## config.mk

```make
export PLATFORM = sky130hd
export DESIGN_NAME = cfg_gate
export DESIGN_NICKNAME = d
export VERILOG_FILES = /design/src/rtl/cfg_gate.sv
export SDC_FILE = /design/constraint.sdc
export NUM_CORES = 1
export LEC_CHECK = 0
export BUFFER_PORTS_ARGS = -buffer_cell sky130_fd_sc_hd__buf_2
export CAP_MARGIN = 10
export CORE_AREA = 5 5 80 60
export DETAILED_ROUTE_END_ITERATION = 8
export DIE_AREA = 0 0 85 65
export GPL_ROUTABILITY_DRIVEN = 1
export HOLD_SLACK_MARGIN = 0.02
export SLEW_MARGIN = 5
export SYNTH_ARGS = -nofsm -noshare
export SYNTH_HDL_FRONTEND = slang
export SYNTH_SLANG_ARGS = --single-unit
```

## constraint.sdc

```tcl
create_clock -name clk -period 2.25 [get_ports clk]
set_input_delay 0.225 -clock clk [delete_from_list [all_inputs] [get_ports clk]]
set_output_delay 0.225 -clock clk [all_outputs]
set_load 0.1 [all_outputs]
```

## src/rtl/cfg_gate.sv

```systemverilog
module cfg_gate #(
  parameter int STAT_W   = 16,
  parameter int DEC_BIT  = 1,
  parameter int EOS_BIT  = 4,
  parameter int DONE_BIT = 14
) (
  input  logic              clk,
  input  logic              rst_n,
  input  logic              por_evt,
  input  logic              prog_evt,
  input  logic              hdr_valid,
  input  logic              hdr_enc,
  input  logic              hdr_keysel,
  input  logic              hdr_partial,
  input  logic [1:0]        port_kind,
  input  logic [1:0]        port_width,
  input  logic [1:0]        sec_lvl,
  input  logic              fuse_enc_only,
  input  logic              fuse_no_ext_partial,
  input  logic              fallback_en,
  input  logic              auth_done,
  input  logic              auth_ok,
  input  logic              key_acc_req,
  input  logic              key_prog,
  output logic              accept,
  output logic              reject,
  output logic              done,
  output logic              init_b,
  output logic              auth_err,
  output logic              rb_en,
  output logic              cclk_half,
  output logic              key_clr,
  output logic              mem_clr,
  output logic              acc_grant,
  output logic              key_loaded,
  output logic [STAT_W-1:0] cfg_status
);
  localparam logic [1:0] PK_MPAR = 2'd1, PK_SPAR = 2'd2, PK_INT = 2'd3;
  localparam logic [1:0] PW_8 = 2'd0, PW_16 = 2'd1;
  localparam logic [1:0] SEC_TOP = 2'd2;

  logic in_acc, decided, wait_auth, fb_pend, dec_en, eos;
  logic cfg_enc, cfg_keysel;
  logic [1:0] cfg_sec;

  wire ext        = port_kind != PK_INT;
  wire acc_start  = key_acc_req && !in_acc;
  wire clr_ev     = por_evt || prog_evt || acc_start;
  wire width_ok   = !hdr_enc || !(port_kind == PK_SPAR || port_kind == PK_INT) || port_width == PW_8;
  wire fuse_ok    = !(fuse_enc_only && ext) || (hdr_enc && hdr_keysel);
  wire part_ok    = !(ext && (fuse_no_ext_partial || sec_lvl == SEC_TOP)) &&
                    (!hdr_enc || (cfg_enc && hdr_keysel == cfg_keysel));
  wire full_ev    = hdr_valid && !hdr_partial && !decided;
  wire part_ev    = hdr_valid && hdr_partial && done;
  wire full_ok    = width_ok && fuse_ok;
  wire part_pass  = full_ok && part_ok;

  always_ff @(posedge clk or negedge rst_n) begin
    if (!rst_n) begin
      in_acc     <= 1'b0;
      key_clr    <= 1'b0;
      mem_clr    <= 1'b0;
      acc_grant  <= 1'b0;
      key_loaded <= 1'b0;
    end else begin
      in_acc    <= key_acc_req;
      key_clr   <= acc_start;
      mem_clr   <= clr_ev;
      acc_grant <= key_acc_req && in_acc;
      if (acc_start)                  key_loaded <= 1'b0;
      else if (acc_grant && key_prog) key_loaded <= 1'b1;
    end
  end

  always_ff @(posedge clk or negedge rst_n) begin
    if (!rst_n) begin
      decided <= 1'b0; accept <= 1'b0; reject <= 1'b0; wait_auth <= 1'b0;
      done <= 1'b0; eos <= 1'b0; dec_en <= 1'b0; cclk_half <= 1'b0;
      auth_err <= 1'b0; init_b <= 1'b1; fb_pend <= 1'b0; rb_en <= 1'b0;
      cfg_enc <= 1'b0; cfg_keysel <= 1'b0; cfg_sec <= 2'd0;
    end else if (clr_ev) begin
      decided <= 1'b0; accept <= 1'b0; reject <= 1'b0; wait_auth <= 1'b0;
      done <= 1'b0; eos <= 1'b0; dec_en <= 1'b0; cclk_half <= 1'b0;
      auth_err <= 1'b0; init_b <= 1'b1; fb_pend <= 1'b0; rb_en <= 1'b0;
      cfg_enc <= 1'b0; cfg_keysel <= 1'b0; cfg_sec <= 2'd0;
    end else begin
      if (full_ev) begin
        decided <= 1'b1;
        accept  <= full_ok;
        reject  <= !full_ok;
        if (full_ok) begin
          cfg_enc    <= hdr_enc;
          cfg_keysel <= hdr_keysel;
          cfg_sec    <= sec_lvl;
          dec_en     <= hdr_enc;
          cclk_half  <= hdr_enc && port_kind == PK_MPAR && port_width == PW_16;
          wait_auth  <= 1'b1;
        end
      end else if (part_ev) begin
        accept <= part_pass;
        reject <= !part_pass;
      end
      if (wait_auth && auth_done) begin
        wait_auth <= 1'b0;
        if (auth_ok) begin
          done  <= 1'b1;
          eos   <= 1'b1;
          rb_en <= !cfg_enc && cfg_sec == 2'd0;
        end else begin
          auth_err <= 1'b1;
          init_b   <= 1'b0;
          fb_pend  <= fallback_en;
        end
      end
      if (fb_pend) begin
        init_b  <= 1'b1;
        fb_pend <= 1'b0;
      end
    end
  end

  always_comb begin
    cfg_status           = '0;
    cfg_status[DEC_BIT]  = dec_en;
    cfg_status[EOS_BIT]  = eos;
    cfg_status[DONE_BIT] = done;
  end
endmodule

```

# After elaboration in Yosys (flattened, before gate mapping)
# Cells that the tools add are included.
# totals
regBits,19
latchBits,0
ramBits,0
mem_bits_ro,0
in_bits,21
wordCells,122
n_memories,0
# op_classes
addsub,0
n_mul,0
div_mod_pow,0
n_lt_le_gt_ge,0
n_eq_ne,9
n_shift,0
n_mux,43
n_bitwise,0
n_reduce_logical,52
# ops
op,count
$mux 1,40
$logic_and 1x1->1,18
$reduce_bool 3->1,4
$logic_not 1->1,10
$reduce_and 2->1,5
$reduce_bool 2->1,5
$logic_or 1x1->1,8
$eq 2x2->1 const B,3
$mux 2,3
$eq 2x1->1 const B,2
$logic_not 2->1,2
$ne 3x1->1 const B,1
$ne 2x1->1 const B,1
$ne 2x2->1 const B,1
$eq 1x1->1,1

# Logic depth before layout (Yosys ltp)
# logic_depth
word_depth,11
ltp_mapped,5

# Least setup slack after synthesis
# OpenSTA, ideal clock, no wires.
# synth_timing
kind,reg2out
start,register eos (netlist name)
end,output cfg_status[14]
t_arrival_ps,1373
required_ps,2025
slack_ps,652
path_stages_with_launch,2
path_buffers,1
cell_sequence,dfrtp_1 buf_4
# synth_rtl
element,line,rtl
to (decl),36,output logic [STAT_W-1:0] cfg_status

# Worst setup path after layout
# layout_timing
start,register decided
end,register cfg_sec[1]
# layout_between
elab_chain_len,4
# layout_lines
element,line,rtl
from (decl),42,"logic in_acc, decided, wait_auth, fb_pend, dec_en, eos;"
from (signal assigned),77,decided <= 1'b0; accept <= 1'b0; reject <= 1'b0; wait_auth <= 1'b0;
from (signal assigned),82,decided <= 1'b0; accept <= 1'b0; reject <= 1'b0; wait_auth <= 1'b0;
from (signal assigned),88,decided <= 1'b1;
$logic_not 1->1,53,wire full_ev = hdr_valid && !hdr_partial && !decided;
$logic_and 1x1->1,53,
$reduce_bool 2->1 (no line),--,
$reduce_and 2->1 (no line),--,
to (signal assigned),94,cfg_sec <= sec_lvl;
to (decl),44,logic [1:0] cfg_sec;
# No other way between the ends.
# A chain may end at the register's enable or synchronous reset.

==> results.md <==
* Final worst-path cycle share at 73.5%
* Area leader, netlist: dfrtp_1
* Final TNS setup at 0 ps
* Crit path kind: flop to flop
* Htree depth at 1
* Fin crit period at 1650 ps
* #FFs+latches synth at 19
* Final net count at 148
* Commonest cells after routing, fill and taps aside: buf_2 (34), dfrtp_1 (18), nor2_1 (13), conb_1 (13), a21oi_1 (6)
* Filler cell count at 452
* Synth Area in XOR/XNOR at 0.923%
* Worst Tran Pin Value at 531 ps
* Pleak at 0.583 nW
* Max frequency at 605 MHz
* Max-cap violations at 0
* Top delay family on crit path: simple AND/OR/NAND/NOR gates
* Crit path required time at 2360 ps
* CTS Buffer Depth at 2
* CTS root buffer: clkbuf_8
* Mean post-synth cell area at 10.2 sq um
* Total power at 0.000797 W
* Top cell type's share of synthesized area at 47.5%
* Synthesized area at 948 sq um
* Post-synthesis simple-gate area fraction at 17.3%
* Drt initial violations at 27
* DP Wirelength at 1640 microns
* Critical path data arrival time at 1770 ps
* Netlist cell types at 26
* Max-slew violation count at 0
* Pin count of the biggest net entering global routing at 20
* First-pass GRT wire length at 3330 microns
* Number of global-route vias before repair at 747
* Clock transition at path regs at 70 ps
* Num CTS Buffers at 3
* Dpl ws at 601 ps
* Final setup violation count at 0
* Commonest non-fill, non-tap cell in the layout: buf_2
* Die ar. at 5530 sq um
* Post-Synth Adder-Cell Area at 0%
* # DRC at 0
* Worst min path class: input pin to flop
* Share of layout cells above drive strength 1 at 31.7%
* CTS resizes at 0
* Routed Antenna Nets at 0
* Clk sinks at 19
* Hold WS at 98.8 ps
* Largest family of logic cells by synthesized area: simple AND/OR/NAND/NOR gates
* VDD IR-drop max at 0.233 mV
* P&R area growth vs syn at 22.3%
* CTS tree: yes
* Register area share after synthesis at 50.3%
* Clock latency on the worst-skew pair at 250 ps
* Fin. Hold Viols at 0
* Area contributors post-synth: dfrtp_1 (47%), buf_4 (13%), mux2i_1 (5.3%)
* CP Cell Sequence: or3b_4, a311oi_4, mux2i_1, nor2_1
* Initial antenna violation count at 0
* Setup crit end kind: flop
* Fin Clk Skew at 5.84 ps
* Pre-Repair DR Iteration Count at 4
* Compound-Gate Fraction of Synth Area at 10.8%
* FP Rows at 20
* Vert. Die Dim at 65 microns
* CP max FO at 7
* All-layer global routing usage at 7.85%
* CP Buf/Inv Count at 0
* Wire per inst at 11.2 microns
* Mux share of post-synthesis cell area at 5.28%
* Critical Path Max Stage Delay at 430 ps
* RSZ-0062 raised after global routing: no
* Congestion Overflow GR at 0
* Initial Util at 23.4%
* YS warnings at 0
* Synthesized instance count at 93
* Pwr/cell area at 687 nW/um^2
* Via/cell ratio at 3.87
* CP Launch Type: flop
* Port Buf Inserts at 34
* Worst slew margin at 64.6%
* ANT cells at 0
* Die Wd at 85 microns
* Core area at 4050 sq um
* Routed wire length at 2040 microns
* Routability cong. at 0.733
* Crit-path slowest cell: a311oi_4
* Via count at 701
* Worst Setup Slack, final at 596 ps
* Outcome: complete, no violations
* Io pins at 48
==> metal layers <==
layer | part of all wire [%] | up-vias | GRT usage, %
met2 | 46 | 26 | 12.5
met5 | 0 | - | 0
met3 | 6.1 | 4 | 3.18
met1 | 46 | 322 | 9.48
met4 | 2.0 | 0 | 2.96
li1 | - | 349 | -
==> state kept, by name (all words and copies together) (netlist names) <==
| register | count |
|---|---|
| mem_clr | 1 |
| reject | 1 |
| key_clr | 1 |
| key_loaded | 1 |
| cfg_sec | 2 |
| eos | 1 |
| cfg_keysel | 1 |
| rb_en | 1 |
| cfg_enc | 1 |
| wait_auth | 1 |
| accept | 1 |
| init_b | 1 |
| in_acc | 1 |
| decided | 1 |
| auth_err | 1 |
| fb_pend | 1 |
| cclk_half | 1 |
| acc_grant | 1 |
==> power breakdown <==
part | switching, W | leakage, nW | internal, W
clock network | 0.000104 | 0.0228 | 0.000126
registers | 0.00000395 | 0.252 | 0.000350
logic | 0.000179 | 0.309 | 0.0000346
==> final timing paths <==
check / from / end / slack, ps / cells after the start
worst max-delay path: decided / cfg_sec[1] / 600 / 4
worst max register to register: decided / cfg_sec[1] / 600 / 4
max in group asynchronous: rst_n / init_b / 1490 / 2
worst min-delay path: key_acc_req / in_acc / 100 / 1
min in group asynchronous: rst_n / in_acc / 440 / 2
worst min register to register: fb_pend / init_b / 440 / 2
==> synthesized netlist by cell type (all sizes together) <==
master  instances
dfrtp          18
buf            16
nor2           13
a21oi           6
mux2i           5
inv             4
nand2           4
nand2b          3
clkbuf          2
nand4           2
nor2b           2
nor3b           2
o211a           2
o211ai          2
a311oi          1
a31oi           1
and2            1
and3            1
conb            1
dfstp           1
nand3           1
nor4            1
o21ai           1
or3             1
or3b            1
xor2            1
==> logic make-up (layout without fill, tap and decap cells) <==
logic type                count (synthesis)  after routing
muxes                                     5              5
and+or+nand+nor                          32             32
buffers and inverters                    22             43
AOI/OAI and AO/OA                        13             13
DFF                                      19             19
xor gates and xnor gates                  1              1
other                                     1             13
==> worst register-to-register path: stages, from the launching register on <==
cell and delay (ps):
dfrtp_1 390, or3b_4 410, a311oi_4 430, mux2i_1 240
nor2_1 50
==> per-stage QoR <==
step                cell area, sq um  utilization, %  std cells
finish                          1160            28.6        181
global route                    1160            28.6        181
floorplan                        993               -        105
global placement                1100            27.3        176
CTS                             1160            28.6        181
detailed placement              1100            27.3        176
==> area by class of cell <==
| cell class | count | area, sq um | share of cell area [%] |
|---|---|---|---|
| Tap cell | 55 | 68.8 | 5.93 |
| Inverter | 4 | 15.0 | 1.29 |
| Timing Repair Buffer | 35 | 180 | 15.5 |
| Clock buffer | 4 | 45.0 | 3.88 |
| Sequential cell | 19 | 477 | 41.1 |
| Multi-Input combinational cell | 64 | 374 | 32.3 |
==> repair_timing <==
item                                    in CTS  in global routing
buffers inserted                             0                  0
hold endpoints to repair                    18                  0
hold buffers                                 1                  0
endpoints found under the setup margin       0                  0
(Power assumes the default switching activity.)
